File: src/rtl/corr_apply_pkg.sv
package corr_apply_pkg;

    // Decoder state codes the applier reacts to
    localparam int DS_CLEAN = 0;
    localparam int DS_MANY  = 1;
    localparam int DS_BUSY  = 4;

    typedef enum logic [3:0] {
        ST_IDLE,
        ST_CLR,
        ST_GO,
        ST_ARM,
        ST_POLL,
        ST_REL,
        ST_FETCH,
        ST_RD,
        ST_WR
    } fsm_t;

endpackage

File: src/rtl/corr_apply_timer.sv
module corr_apply_timer #(
    parameter int LIMIT = 25000,
    localparam int TW = (LIMIT > 1) ? $clog2(LIMIT) : 1
) (
    input  logic clk,
    input  logic rst_n,
    input  logic clear,
    input  logic run,
    output logic last
);

    logic [TW-1:0] cnt_d, cnt_q;

    always_comb begin
        cnt_d = cnt_q;
        if (clear) begin
            cnt_d = '0;
        end else if (run && !last) begin
            cnt_d = cnt_q + 1'b1;
        end
    end

    always_ff @(posedge clk or negedge rst_n) begin
        if (!rst_n) begin
            cnt_q <= '0;
        end else begin
            cnt_q <= cnt_d;
        end
    end

    // High during the final cycle of the allowed window
    assign last = (cnt_q == TW'(LIMIT - 1));

endmodule

File: src/rtl/corr_apply_locmap.sv
module corr_apply_locmap #(
    parameter int SECT_BYTES = 512,
    parameter int LOC_BIAS   = 519,
    parameter int LOC_W      = 10,
    parameter int HALF_W     = 16,
    parameter int DATA_W     = 8,
    localparam int ADDR_W    = $clog2(SECT_BYTES),
    localparam int REG_W     = 2 * HALF_W,
    localparam int WIDE      = LOC_W + 2
) (
    input  logic [REG_W-1:0]  loc_word,
    input  logic [REG_W-1:0]  val_word,
    input  logic              upper,
    output logic [ADDR_W-1:0] offset,
    output logic              in_sector,
    output logic [DATA_W-1:0] flip
);

    logic [HALF_W-1:0] loc_half, val_half;
    logic [LOC_W-1:0]  loc;
    logic [WIDE-1:0]   loc_w, bias_w, diff;

    always_comb begin
        loc_half  = upper ? loc_word[REG_W-1 -: HALF_W] : loc_word[HALF_W-1:0];
        val_half  = upper ? val_word[REG_W-1 -: HALF_W] : val_word[HALF_W-1:0];
        loc       = LOC_W'(loc_half);
        flip      = DATA_W'(val_half);
        loc_w     = WIDE'(loc);
        bias_w    = WIDE'(LOC_BIAS);
        diff      = bias_w - loc_w;
        in_sector = (loc_w <= bias_w) && (diff < WIDE'(SECT_BYTES));
        offset    = ADDR_W'(diff);
    end

endmodule

File: src/rtl/corr_apply.sv
module corr_apply
    import corr_apply_pkg::*;
#(
    parameter int SECT_BYTES = 512,
    parameter int LOC_BIAS   = 519,
    parameter int LOC_W      = 10,
    parameter int HALF_W     = 16,
    parameter int DATA_W     = 8,
    parameter int MAX_ERR    = 4,
    parameter int DEC_W      = 4,
    parameter int TMO_CYC    = 25000,
    localparam int ADDR_W    = $clog2(SECT_BYTES),
    localparam int REG_W     = 2 * HALF_W,
    localparam int IDX_W     = $clog2(MAX_ERR),
    localparam int CNT_W     = $clog2(MAX_ERR + 1),
    localparam int NREG      = MAX_ERR / 2,
    localparam int SEL_W     = (NREG > 1) ? $clog2(NREG) : 1
) (
    input  logic              clk,
    input  logic              rst_n,
    input  logic              start,
    input  logic              syn_zero,
    input  logic [DEC_W-1:0]  dec_state,
    input  logic [IDX_W-1:0]  dec_cnt,
    output logic              clr_rd,
    output logic              calc_go,
    output logic              rel_rd,
    output logic [SEL_W-1:0]  res_sel,
    input  logic [REG_W-1:0]  res_loc,
    input  logic [REG_W-1:0]  res_val,
    output logic [ADDR_W-1:0] ram_addr,
    output logic              ram_rd,
    output logic              ram_wr,
    output logic [DATA_W-1:0] ram_wdata,
    input  logic [DATA_W-1:0] ram_rdata,
    output logic              done,
    output logic [CNT_W-1:0]  fix_cnt,
    output logic              uncorr,
    output logic              timed_out
);

    typedef struct packed {
        fsm_t              st;
        logic [IDX_W-1:0]  idx;
        logic [IDX_W-1:0]  last;
        logic [ADDR_W-1:0] off;
        logic [DATA_W-1:0] val;
        logic [CNT_W-1:0]  fixc;
        logic              uncorr;
        logic              tmo;
        logic              done;
    } regs_t;

    regs_t r_d, r_q;

    logic              tmr_last;
    logic [ADDR_W-1:0] map_off;
    logic              map_hit;
    logic [DATA_W-1:0] map_val;
    logic              busy_code;
    logic              ready_code;

    corr_apply_timer #(
        .LIMIT (TMO_CYC)
    ) u_timer (
        .clk   (clk),
        .rst_n (rst_n),
        .clear (r_q.st == ST_GO),
        .run   (r_q.st == ST_ARM),
        .last  (tmr_last)
    );

    corr_apply_locmap #(
        .SECT_BYTES (SECT_BYTES),
        .LOC_BIAS   (LOC_BIAS),
        .LOC_W      (LOC_W),
        .HALF_W     (HALF_W),
        .DATA_W     (DATA_W)
    ) u_locmap (
        .loc_word  (res_loc),
        .val_word  (res_val),
        .upper     (r_q.idx[0]),
        .offset    (map_off),
        .in_sector (map_hit),
        .flip      (map_val)
    );

    assign busy_code  = (dec_state >= DEC_W'(DS_BUSY));
    assign ready_code = !busy_code && (dec_state > DEC_W'(DS_MANY));

    always_comb begin
        logic step;
        r_d      = r_q;
        r_d.done = 1'b0;
        step     = 1'b0;

        unique case (r_q.st)
            ST_IDLE: begin
                if (start) begin
                    r_d.fixc   = '0;
                    r_d.uncorr = 1'b0;
                    r_d.tmo    = 1'b0;
                    if (syn_zero) begin
                        r_d.done = 1'b1;
                    end else begin
                        r_d.st = ST_CLR;
                    end
                end
            end
            ST_CLR:  r_d.st = ST_GO;
            ST_GO:   r_d.st = ST_ARM;
            ST_ARM: begin
                // a real busy code wins over an expiring window
                if (busy_code) begin
                    r_d.st = ST_POLL;
                end else if (tmr_last) begin
                    r_d.tmo  = 1'b1;
                    r_d.done = 1'b1;
                    r_d.st   = ST_IDLE;
                end
            end
            ST_POLL: begin
                if (dec_state == DEC_W'(DS_CLEAN)) begin
                    r_d.st = ST_REL;
                end else if (dec_state == DEC_W'(DS_MANY)) begin
                    r_d.uncorr = 1'b1;
                    r_d.st     = ST_REL;
                end else if (ready_code) begin
                    r_d.last = dec_cnt;
                    r_d.idx  = '0;
                    r_d.st   = ST_FETCH;
                end
            end
            ST_REL: begin
                r_d.done = 1'b1;
                r_d.st   = ST_IDLE;
            end
            ST_FETCH: begin
                r_d.off = map_off;
                r_d.val = map_val;
                if (map_hit) begin
                    r_d.st = ST_RD;
                end else begin
                    step = 1'b1;
                end
            end
            ST_RD:   r_d.st = ST_WR;
            ST_WR: begin
                r_d.fixc = r_q.fixc + 1'b1;
                step     = 1'b1;
            end
            default: r_d.st = ST_IDLE;
        endcase

        if (step) begin
            if (r_q.idx == r_q.last) begin
                r_d.done = 1'b1;
                r_d.st   = ST_IDLE;
            end else begin
                r_d.idx = r_q.idx + 1'b1;
                r_d.st  = ST_FETCH;
            end
        end
    end

    always_ff @(posedge clk or negedge rst_n) begin
        if (!rst_n) begin
            r_q <= '{st: ST_IDLE, default: '0};
        end else begin
            r_q <= r_d;
        end
    end

    assign clr_rd    = (r_q.st == ST_CLR);
    assign calc_go   = (r_q.st == ST_GO);
    assign rel_rd    = (r_q.st == ST_REL);
    assign res_sel   = SEL_W'(r_q.idx >> 1);
    assign ram_addr  = r_q.off;
    assign ram_rd    = (r_q.st == ST_RD);
    assign ram_wr    = (r_q.st == ST_WR);
    assign ram_wdata = ram_rdata ^ r_q.val;
    assign done      = r_q.done;
    assign fix_cnt   = r_q.fixc;
    assign uncorr    = r_q.uncorr;
    assign timed_out = r_q.tmo;

endmodule

File: config.mk
export PLATFORM = sky130hd
export DESIGN_NAME = corr_apply
export DESIGN_NICKNAME = d
export VERILOG_FILES = /design/src/rtl/corr_apply_pkg.sv /design/src/rtl/corr_apply_timer.sv /design/src/rtl/corr_apply_locmap.sv /design/src/rtl/corr_apply.sv
export SDC_FILE = /design/constraint.sdc
export NUM_CORES = 1
export LEC_CHECK = 0
export ABC_CLOCK_PERIOD_IN_PS = 3300
export BUFFER_PORTS_ARGS = -buffer_cell sky130_fd_sc_hd__buf_2
export CORE_ASPECT_RATIO = 1.25
export CORE_MARGIN = 3
export CORE_UTILIZATION = 49
export CTS_CLUSTER_SIZE = 28
export DETAILED_ROUTE_END_ITERATION = 8
export PLACE_DENSITY = 0.81
export SYNTH_ARGS = -nofsm -noshare
export SYNTH_HDL_FRONTEND = slang
export SYNTH_SLANG_ARGS = --single-unit
File: constraint.sdc
create_clock -name clk -period 3.3 [get_ports clk]
set_input_delay 0.33 -clock clk [delete_from_list [all_inputs] [get_ports clk]]
set_output_delay 0.33 -clock clk [all_outputs]
set_load 0.01 [all_outputs]
After elaboration in Yosys (flattened, before gate mapping)
Cells that the tools add are included.

Reduce and logical (&&, ||, !) cells: 16. Multiplexer cells: 33. $lt $le $gt $ge: 4. $add $sub $neg: 4. Bitwise operators: 3. Eq/ne operators: 22.

Operators with widths (number): 2-to-1 mux 4 bit (10); case mux 4 bit (8 select lines) (1); 2-to-1 mux 15 bit (2); equality test 4 x 3 -> 1 bit (second input constant) (4); 2-to-1 mux 8 bit (2); adder 15 x 1 -> 15 bit (second input constant) (1); equality test 15 bit (second input constant) (1); < comparator 12 x 10 -> 1 bit (second input constant) (1); 2-to-1 mux 6 bit (2); AND reduction 4 bit (3); subtractor 10 x 10 -> 11 bit (first input constant) (1); less-or-equal comparator 10 bit (second input constant) (1); 2-to-1 mux 10 bit (1); inequality test 2 bit (second input constant) (5); inequality test 3 bit (second input constant) (3); equality test 4 x 1 -> 1 bit (second input constant) (2); equality test 4 x 2 -> 1 bit (second input constant) (2); zero test 4 bit (2); nonzero test 2 bit (4); bitwise XOR 8 bit (1); 2-to-1 mux 1 bit (6); 2-to-1 mux 2 bit (3); case mux 1 bit (2 select lines) (3); case mux 3 bit (2 select lines) (1); other kinds (16) (20).

Input bits: 82. Bits in registers: 46.

Logic depth before layout (Yosys ltp)
Gate-level depths: netlist (run 1).

Depth after elaboration: 9. Mapped depth: 9. Mapped depth without buffers: 6.

By module
A second synthesis (run 1) with hierarchy kept.

Cells, all modules: 272. Area total of the unflattened synthesis: 2850.2 um^2.

By module, submodules not included: corr_apply (cells an instance 146, times used 1, area each 1642.8 um^2); corr_apply_timer (cells an instance 80, times used 1, area each 817.0 um^2); corr_apply_locmap (cells an instance 46, times used 1, area each 390.4 um^2).

Least setup slack after synthesis (run 1)
OpenSTA, ideal clock, no wires.

Kind: reg-to-reg. From: reg r_q[25] (netlist name). To: reg r_q (netlist bit done). Path buffers: 3. Slack: 0.973 ns. Data arrival time: 2.204 ns. Cell stages (with the launch flop): 10. Cell sequence: dfrtp_1 -> buf_2 -> buf_2 -> buf_4 -> mux2i_1 -> ha_1 -> o211ai_1 -> mux2i_1 -> o21ai_1 -> a211o_1.

RTL lines: start, declared (line corr_apply.sv:54) `regs_t r_d, r_q;`; start signal, assigned (line corr_apply.sv:170) `r_q <= r_d;`.

==> results.py, run 1 <==
metrics = {
    "finish": {
        "final_cell_mix": "buf_2 (82), dfrtp_1 (46), nand2_1 (34)",
        "fin_area_mm2": 0.00323,
        "nets": 449,
        "layout-drive-gt1-share_pct": 29.0,
        "instances_no_fill": 427,
        "final_common_cell": "buf_2",
        "areaGrowthSynthToFinish_pct": 17.5,
        "diodes": 0,
    },
    "die": {
        "fp.dieH_um": 89.7,
        "die_area_mm2": 0.00655,
        "die_w_um": 73.0,
        "core_area_mm2": 0.00526,
        "num_rows": 29,
        "initial_core_util_pct": 52.2,
        "pin_count": 111,
    },
    "routing": {
        "drc_errors": 0,
        "wl_met1_um": 2430,
        "top_layer": "met4",
        "vias": 2299,
        "vias_per_cell": 5.38,
        "met3WireLength_um": 325,
        "wl_um": 5750,
        "wl_met2_um": 2930,
        "wire_per_inst_um": 13.5,
        "antenna_left": 0,
        "dr.pass1.iters": 4,
        "first_iter_violations": 73,
    },
    "synthesis": {
        "synth-seq-cells": 46,
        "yosysUniqueCellTypes": 50,
        "syn_inst": 298,
        "post_synth.cell_area_avg_um2": 9.22,
        "synth_warnings": 0,
        "syn-num-nets": 383,
        "netlist_area_mm2": 0.00275,
        "ys_seq_area_share_pct": 41.9,
    },
    "setup_path": {
        "worstPathMaxFanout": 15,
        "r2r_cells": 6,
        "cp_cell_sequence": "mux2i_1 > ha_1 > o211ai_1 > mux2i_1 > o21ai_1 > a211o_1",
        "crit_family": "flip-flops",
        "crit_cells": 6,
        "required_ps": 3480,
        "worst_path_largest_cell_delay_ps": 710,
        "cp_data_arrival_time_ps": 2530,
        "crit_top_cell": "mux2i_1",
        "critPathCaptureType": "flip-flop",
        "start_kind": "flip-flop",
        "reg2reg_slack_ps": 950,
        "slowest_stage": "dfrtp_1",
        "critical_path_buf_inv_count": 0,
        "rr_endpoint": "done",
        "rr_startpoint": "r_q[25]",
        "criticalPathCategory": "reg -> reg",
    },
    "pwr": {
        "p_per_area_mw_per_mm2": 710,
        "p_leak_nw": 1.58,
        "p_seq_share_pct": 39.3,
        "switchingPower_w": 0.000851,
        "swShare_pct": 37.1,
        "p_int_w": 0.00144,
        "ir_drop_uv": 436,
        "clkPwrFrac_pct": 21.8,
        "power.combinational.fraction_pct": 38.9,
    },
    "global_route": {
        "grt_pass1_wl_um": 9780,
        "antenna_found_initial": 0,
        "grt_max_degree": 47,
        "grt_pass1_vias": 2228,
        "overflow": 0,
        "grt_usage_pct": 18.2,
    },
    "clock_tree": {
        "max-clock-path-buffers": 2,
        "cts_sinks": 46,
        "ctsHoldBuffers": 0,
        "cts_root_buf": "clkbuf_8",
        "cts_resized": 0,
        "htree_levels": 2,
        "cts_setup_buffers": 0,
        "clkTransAtPathRegs_ps": 90,
        "cts_tree": "built",
        "cts_made_buffers": 5,
        "clk_latency_ps": 300,
    },
    "place": {
        "dp_slack_ps": 1020,
        "dp_hpwl_um": 4300,
        "place_inst": 419,
        "place_congestion": 0.798,
        "placed_cell_area_mm2": 0.00309,
        "io_buffers": 82,
    },
    "timing": {
        "rsz0062_at_grt": "false",
        "tns_ps": 0,
        "hold_viol_final": 0,
        "fin_crit_sh_pct": 71.1,
        "worst_pin_slew_ps": 987,
        "relSlewSlack_pct": 34.2,
        "maxSlewViolCount": 0,
        "fmax_ghz": 0.426,
        "setup_viol": 0,
        "fin_skew_ps": 7.79,
        "layout_min_cycle_time_ps": 2350,
        "fin_ws_ps": 955,
    },
    "min_path": {
        "hold_path.class": "in -> async",
    },
    "run": {
        "max_cap_viol_count": 0,
    },
    "outcome": {
        "status": "complete, no violations",
    },
}
-- per-layer routing --
metal / global-route usage, % / up-vias
met4: 4.77 / 0
met5: 0 / -
met3: 4.35 / 6
met1: 22.8 / 1072
li1: - / 1155
met2: 30.8 / 66
-- power by group through the flow --
stage	sequential, W	clock, W	combinational, W
after floorplan	0.000833	0	0.000764
after global placement	0.000909	0	0.000871
after detailed placement	0.000909	0	0.000904
after CTS	0.000903	0.000506	0.000904
after global routing	0.000936	0.000529	0.000999
final	0.000902	0.000500	0.000892
-- state kept, by name (all words and copies together) (netlist names) --
register,flops
u_timer.cnt_q,15
r_q,15
timed_out,1
res_sel,1
done,1
uncorr,1
fix_cnt,3
ram_addr,9
-- synthesized netlist by cell type (all sizes together) --
cell type	count	share of area, %
a2111oi	1	0.32
a211o	1	0.32
a211oi	1	0.27
a21o	2	0.55
a21oi	9	1.8
a22o	1	0.32
a31oi	2	0.46
a32oi	1	0.32
a41oi	1	0.32
and2	3	0.68
and3	3	0.68
and4bb	1	0.46
buf	22	5.5
clkbuf	4	0.55
dfrtp	46	42
ha	3	1.4
inv	6	0.82
mux2	5	2.0
mux2i	16	6.0
nand2	34	4.6
nand2b	6	1.4
nand3	11	2.0
nand3b	3	0.82
nand4	4	1.1
nand4b	1	0.32
nor2	26	3.6
nor2b	1	0.23
nor3	13	2.4
nor3b	1	0.27
nor4	4	1.1
nor4b	1	0.32
nor4bb	3	1.1
o211ai	3	0.82
o21ai	23	4.3
or2	2	0.46
or2b	1	0.27
or3	3	0.68
or4	1	0.32
or4b	1	0.36
xnor2	10	3.2
xor2	18	5.7
-- worst register-to-register path: stages (launching register included) --
cell      delay [ps]
dfrtp_1          710
mux2i_1          300
ha_1             260
o211ai_1         190
mux2i_1          310
o21ai_1          130
a211o_1          320
-- how the worst max path moves through the flow --
| stage | to | from |
|---|---|---|
| after detailed placement | done | r_q[25] |
| final | done | r_q[25] |
| after floorplan | done | r_q[25] |
| after global placement | done | r_q[25] |
| after global routing | done | r_q[25] |
| after CTS | done | r_q[25] |
-- area by class of cell --
cell class / count / area (um2)
fillers: 433 / 2030
flip-flops and latches: 46 / 1150
clock buffers: 5 / 68.8
well taps: 62 / 77.6
repair buffers: 85 / 433
multi-input cells: 220 / 1410
clock inverters: 3 / 68.8
inverters: 6 / 22.5
-- logic make-up (layout without fill, tap and decap cells) --
family                     after synthesis  in the layout  share of synthesized area [%]
xor gates and xnor gates                28             28                           8.92
adders and majority gates                3              3                           1.37
buffers and inverters                   32             99                           6.87
AOI/OAI and AO/OA                       45             45                           9.79
and+or+nand+nor                        123            123                           23.2
muxes                                   21             21                           8.01
DFF                                     46             46                           41.9
-- metrics by stage --
step	hold WS [ps]	util (%)	total power (W)
floorplan	34.4	-	0.00160
global placement	460	58.8	0.00178
detailed placement	469	58.8	0.00181
CTS	232	61.4	0.00231
global route	258	61.4	0.00246
finish	180	61.4	0.00229
(Power assumes the default switching activity.)
==> inputs of run 2 (changes only) <==
--- a/config.mk
+++ b/config.mk
@@ -5,14 +5,14 @@
 export SDC_FILE = /design/constraint.sdc
 export NUM_CORES = 1
 export LEC_CHECK = 0
-export ABC_CLOCK_PERIOD_IN_PS = 3300
+export ABC_CLOCK_PERIOD_IN_PS = 2150
 export BUFFER_PORTS_ARGS = -buffer_cell sky130_fd_sc_hd__buf_2
 export CORE_ASPECT_RATIO = 1.25
 export CORE_MARGIN = 3
-export CORE_UTILIZATION = 49
+export CORE_UTILIZATION = 44
 export CTS_CLUSTER_SIZE = 28
 export DETAILED_ROUTE_END_ITERATION = 8
-export PLACE_DENSITY = 0.81
+export PLACE_DENSITY = 0.77
 export SYNTH_ARGS = -nofsm -noshare
 export SYNTH_HDL_FRONTEND = slang
 export SYNTH_SLANG_ARGS = --single-unit
==> constraint.sdc (replaced) <==
create_clock -name clk -period 2.15 [get_ports clk]
set_input_delay 0.215 -clock clk [delete_from_list [all_inputs] [get_ports clk]]
set_output_delay 0.215 -clock clk [all_outputs]
set_load 0.01 [all_outputs]
==> results.py, run 2 (synthesized netlist as in run 1, its figures left out) <==
metrics = {
    "finish": {
        "nets": 457,
        "fin_area_mm2": 0.00333,
        "layout-drive-gt1-share_pct": 30.6,
        "final_cell_mix": "buf_2 (82), dfrtp_1 (46), nand2_1 (34)",
        "final_common_cell": "buf_2",
        "diodes": 0,
        "instances_no_fill": 455,
        "fillers": 517,
        "areaGrowthSynthToFinish_pct": 21.3,
    },
    "routing": {
        "vias": 2336,
        "wire_per_inst_um": 12.3,
        "wl_um": 5570,
        "first_iter_violations": 65,
        "drc_errors": 0,
        "dr.pass1.iters": 4,
        "vias_per_cell": 5.13,
        "antenna_left": 0,
    },
    "place": {
        "place_congestion": 0.858,
        "place_inst": 446,
        "placed_cell_area_mm2": 0.00319,
        "dp_hpwl_um": 4350,
        "io_buffers": 82,
    },
    "setup_path": {
        "r2r_cells": 6,
        "rr_endpoint": "done",
        "worst_path_largest_cell_delay_ps": 660,
        "reg2reg_slack_ps": 160,
        "cp_cell_sequence": "or4b_1 > inv_1 > buf_2",
        "cp_data_arrival_time_ps": 1770,
        "criticalPathCategory": "reg -> out",
        "rr_startpoint": "r_q[25]",
        "critPathCaptureType": "output port",
        "critical_path_buf_inv_count": 2,
        "start_kind": "flip-flop",
        "crit_family": "simple AND/OR/NAND/NOR gates",
        "worstPathMaxFanout": 14,
        "required_ps": 1930,
        "slowest_stage": "or4b_1",
    },
    "timing": {
        "relSlewSlack_pct": 61.9,
        "hold_viol_final": 0,
        "maxSlewViolCount": 0,
        "fin_crit_sh_pct": 92.5,
        "fmax_ghz": 0.503,
        "layout_min_cycle_time_ps": 1990,
        "tns_ps": 0,
        "worst_pin_slew_ps": 557,
        "rsz0062_at_grt": "false",
        "setup_viol": 0,
        "fin_skew_ps": 8.22,
    },
    "clock_tree": {
        "max-clock-path-buffers": 2,
        "cts_made_buffers": 5,
        "cts_sinks": 46,
        "cts_root_buf": "clkbuf_8",
        "clk_latency_ps": 300,
        "cts_tree": "built",
        "clkTransAtPathRegs_ps": 80,
        "htree_levels": 2,
    },
    "global_route": {
        "grt_pass1_wl_um": 9510,
        "grt_usage_pct": 15.9,
        "grt_max_degree": 47,
        "overflow": 0,
        "grt_pass1_vias": 2282,
        "antenna_found_initial": 0,
    },
    "die": {
        "num_rows": 31,
        "initial_core_util_pct": 46.3,
        "die_area_mm2": 0.00724,
        "die_w_um": 76.7,
        "pin_count": 111,
        "core_area_mm2": 0.00593,
        "fp.dieH_um": 94.4,
    },
    "min_path": {
        "holdPathStages": 2,
        "hold_end": "fix_cnt[2]",
        "hold_path.class": "in -> reg",
        "hp-start": "start",
    },
    "pwr": {
        "switchingPower_w": 0.00131,
        "p_leak_nw": 1.62,
        "p_int_w": 0.00227,
        "p_per_area_mw_per_mm2": 1080,
        "ir_drop_uv": 598,
        "clkPwrFrac_pct": 21.4,
        "swShare_pct": 36.6,
        "power.combinational.fraction_pct": 42.0,
        "p_seq_share_pct": 36.7,
    },
    "outcome": {
        "status": "complete, no violations",
    },
    "run": {
        "max_cap_viol_count": 0,
    },
}
-- run 2: cell type report --
class                      count  area [um2]  area share, %
multi-input combinational    220        1410           42.3
sequential                    46        1150           34.5
timing repair buffer          93         508           15.2
tap                           82         103           3.08
clock buffer                   5        68.8           2.06
clock inverter                 3        68.8           2.06
inverter                       6        22.5          0.676
-- run 2: timing repair --
item	4_1_cts	5_1_grt
hold buffers	1	0
resized for setup	0	0
endpoints found under the hold margin	46	0
buffers inserted	0	0
-- run 2: power groups by stage --
stage	logic, W	clock network [W]	registers, W
final	0.00150	0.000766	0.00132
after global routing	0.00169	0.000819	0.00135
after CTS	0.00153	0.000780	0.00132
after detailed placement	0.00153	0	0.00133
after global placement	0.00148	0	0.00133
after floorplan	0.00120	0	0.00128
-- run 2: per-stage QoR --
stage	total power [W]	util [%]	hold WS, ps	setup slack (ps)
5_1_grt	0.00386	56.2	139	48.6
2_1_floorplan	0.00248	-	-80.6	17.3
3_3_place_gp	0.00281	53.7	211	246
3_5_place_dp	0.00286	53.7	216	216
6_report	0.00359	56.2	126	161
4_1_cts	0.00362	56.2	123	167
-- run 2: worst reg2reg max path, delay by kind of cell, from the launching register on --
| kind | cells | cell delay [ps] |
|---|---|---|
| AOI/OAI and AO/OA | 3 | 650 |
| DFF | 1 | 450 |
| and+or+nand+nor | 1 | 300 |
| buffers and inverters | 1 | 200 |
| muxes | 1 | 300 |
-- run 2: per-layer routing --
metal | routed length (um) | global-route usage, % | part of all wire [%] | up-vias
met3 | 376 | 3.91 | 6.7 | 7
met4 | 81 | 5.74 | 1.5 | 0
met5 | 0 | 0 | 0 | -
li1 | - | - | - | 1173
met1 | 2370 | 18.8 | 42 | 1086
met2 | 2750 | 28.2 | 49 | 70
-- run 2: how the worst max path moves through the flow --
stage	end	cells past startpoint	start
finish	ram_wr	3	r_q[29]
CTS	ram_wr	3	r_q[29]
detailed placement	done	6	r_q[25]
global route	done	6	r_q[25]
floorplan	done	9	r_q[25]
global placement	done	6	r_q[25]
==> inputs of run 3 (changes only) <==
--- a/config.mk
+++ b/config.mk
@@ -5,11 +5,11 @@
 export SDC_FILE = /design/constraint.sdc
 export NUM_CORES = 1
 export LEC_CHECK = 0
+export ABC_AREA = 1
 export ABC_CLOCK_PERIOD_IN_PS = 2150
 export BUFFER_PORTS_ARGS = -buffer_cell sky130_fd_sc_hd__buf_2
 export CORE_ASPECT_RATIO = 1.25
-export CORE_MARGIN = 3
-export CORE_UTILIZATION = 44
+export CORE_UTILIZATION = 45
 export CTS_CLUSTER_SIZE = 28
 export DETAILED_ROUTE_END_ITERATION = 8
 export PLACE_DENSITY = 0.77
==> results.py, run 3 <==
metrics = {
    "setup_path": {
        "slowest_stage": "dfrtp_1",
        "worstPathMaxFanout": 11,
        "critical_path_buf_inv_count": 3,
        "reg2reg_slack_ps": 210,
        "rr_startpoint": "r_q[25]",
        "worst_path_largest_cell_delay_ps": 420,
        "setup.worst_path.start": "r_q[28]",
        "cp_data_arrival_time_ps": 1790,
        "criticalPathCategory": "reg -> out",
        "cp_cell_sequence": "inv_1 > nor2_1 > nand2_1 > clkinvlp_4 > buf_2",
        "critPathCaptureType": "output port",
        "crit_family": "buffers and inverters",
        "required_ps": 1930,
        "start_kind": "flip-flop",
    },
    "synthesis": {
        "synth_commonest_cells": "nand2_1 (97), nor2_1 (59), dfrtp_1 (46)",
        "synth_top_area_share_pct": 38.2,
        "synthTopCellsByArea": "dfrtp_1 (38%), nand2_1 (12%), nor2_1 (7.4%)",
        "syn_inst": 403,
        "synth-seq-cells": 46,
        "netlist_area_mm2": 0.00301,
        "synth-async-reset-ratio_pct": 100,
        "ys_seq_area_share_pct": 38.2,
        "yosysUniqueCellTypes": 33,
        "post-synth-top-count-cell": "nand2_1",
        "synth_edf_count": 0,
        "synth_warnings": 0,
        "syn-num-nets": 488,
        "synthFlopType": "dfrtp_1",
        "yosys.area.top_type": "dfrtp_1",
        "post_synth.cell_area_avg_um2": 7.47,
    },
    "pwr": {
        "p_int_w": 0.00237,
        "clkPwrFrac_pct": 19.2,
        "switchingPower_w": 0.00174,
        "power.combinational.fraction_pct": 48.5,
        "p_leak_nw": 1.82,
        "ir_drop_uv": 597,
        "p_per_area_mw_per_mm2": 1150,
        "swShare_pct": 42.3,
        "p_seq_share_pct": 32.4,
    },
    "finish": {
        "layout-drive-gt1-share_pct": 27.0,
        "areaGrowthSynthToFinish_pct": 18.5,
        "diodes": 0,
        "nets": 561,
        "final_cell_mix": "nand2_1 (97), buf_2 (82), nor2_1 (59)",
        "fin_area_mm2": 0.00357,
        "final_common_cell": "nand2_1",
    },
    "place": {
        "placed_cell_area_mm2": 0.00341,
        "place_congestion": 0.905,
        "io_buffers": 82,
        "dp_hpwl_um": 4980,
    },
    "global_route": {
        "grt_pass1_vias": 2547,
        "grt_max_degree": 25,
        "antenna_found_initial": 0,
        "overflow": 0,
        "grt_pass1_wl_um": 10900,
        "grt_usage_pct": 19.7,
    },
    "timing": {
        "setup_viol": 0,
        "maxSlewViolCount": 0,
        "fin_crit_sh_pct": 93.4,
        "layout_min_cycle_time_ps": 2010,
        "fmax_ghz": 0.498,
        "fin_skew_ps": 15.6,
        "tns_ps": 0,
        "relSlewSlack_pct": 62.8,
        "worst_pin_slew_ps": 558,
        "hold_viol_final": 0,
        "rsz0062_at_grt": "false",
    },
    "clock_tree": {
        "cts_root_buf": "clkbuf_8",
        "cts_made_buffers": 5,
        "htree_levels": 2,
        "cts_setup_buffers": 0,
        "max-clock-path-buffers": 2,
        "clk_latency_ps": 300,
        "cts_sinks": 46,
        "clkTransAtPathRegs_ps": 100,
        "cts_tree": "built",
    },
    "outcome": {
        "status": "complete, no violations",
    },
    "die": {
        "core_area_mm2": 0.00633,
        "pin_count": 111,
        "initial_core_util_pct": 47.6,
        "fp.dieH_um": 93.4,
        "num_rows": 32,
        "die_w_um": 75.2,
        "die_area_mm2": 0.00702,
    },
    "run": {
        "max_cap_viol_count": 0,
    },
    "routing": {
        "dr.pass1.iters": 5,
        "wire_per_inst_um": 11.6,
        "vias_per_cell": 4.89,
        "vias": 2746,
        "drc_errors": 0,
        "wl_um": 6550,
        "first_iter_violations": 171,
        "antenna_left": 0,
    },
    "min_path": {
        "hold_path.class": "in -> reg",
        "hp-start": "dec_cnt[1]",
    },
}
run 3: final cells by class:
| type | count | area, um2 |
|---|---|---|
| Fill cell | 626 | 2760 |
| Multi-Input combinational cell | 290 | 1520 |
| Sequential cell | 46 | 1150 |
| Timing Repair Buffer | 88 | 470 |
| Inverter | 45 | 175 |
| Tap cell | 85 | 106 |
| Clock buffer | 6 | 82.6 |
| Clock inverter | 2 | 60.1 |
run 3: per-stage QoR:
| step | util (%) | total power (W) | setup WS, ps | hold WS [ps] | instances |
|---|---|---|---|---|---|
| floorplan | - | 0.00295 | 394 | -80.6 | 403 |
| global placement | 53.9 | 0.00327 | 282 | 229 | 553 |
| detailed placement | 53.9 | 0.00333 | 231 | 234 | 553 |
| CTS | 56.3 | 0.00413 | 76.4 | 134 | 562 |
| global route | 56.4 | 0.00446 | 37.4 | 140 | 562 |
| finish | 56.4 | 0.00411 | 141 | 138 | 562 |
run 3: final timing paths:
path                               to  cells past startpoint
min in group asynchronous     r_q[25]                      2
min                           r_q[24]                      2
max reg2reg                   r_q[25]                     13
max                           calc_go                      5
max in group asynchronous     r_q[30]                      3
min reg2reg                fix_cnt[2]                      1
run 3: per-layer routing:
metal	GRT usage, %	wire length [um]	up-vias
li1	-	-	1408
met1	24.1	2840	1237
met2	34.9	3210	89
met3	2.69	388	12
met4	6.33	102	0
met5	0	0	-
run 3: cell families after synthesis:
kind of cell	synth area share (%)
AND/OR/NAND/NOR	32.6
buffers and inverters	11.2
flip-flops	38.2
AO/OA/AOI/OAI	8.65
XOR/XNOR	7.27
adder cells (fa/ha/maj)	1.25
multiplexers	0.748
run 3: repair_timing:
action                                  in CTS  in global routing
hold buffers                                 1                  0
endpoints found under the hold margin       22                  0
resized for setup                            0                  1
endpoints found under the setup margin       0                  1
run 3: power groups by stage:
stage          logic (W)  registers [W]  clock network [W]
2_1_floorplan    0.00163        0.00131                  0
3_3_place_gp     0.00194        0.00133                  0
3_5_place_dp     0.00198        0.00134                  0
4_1_cts          0.00199        0.00133           0.000808
5_1_grt          0.00226        0.00136           0.000840
6_report         0.00199        0.00133           0.000787
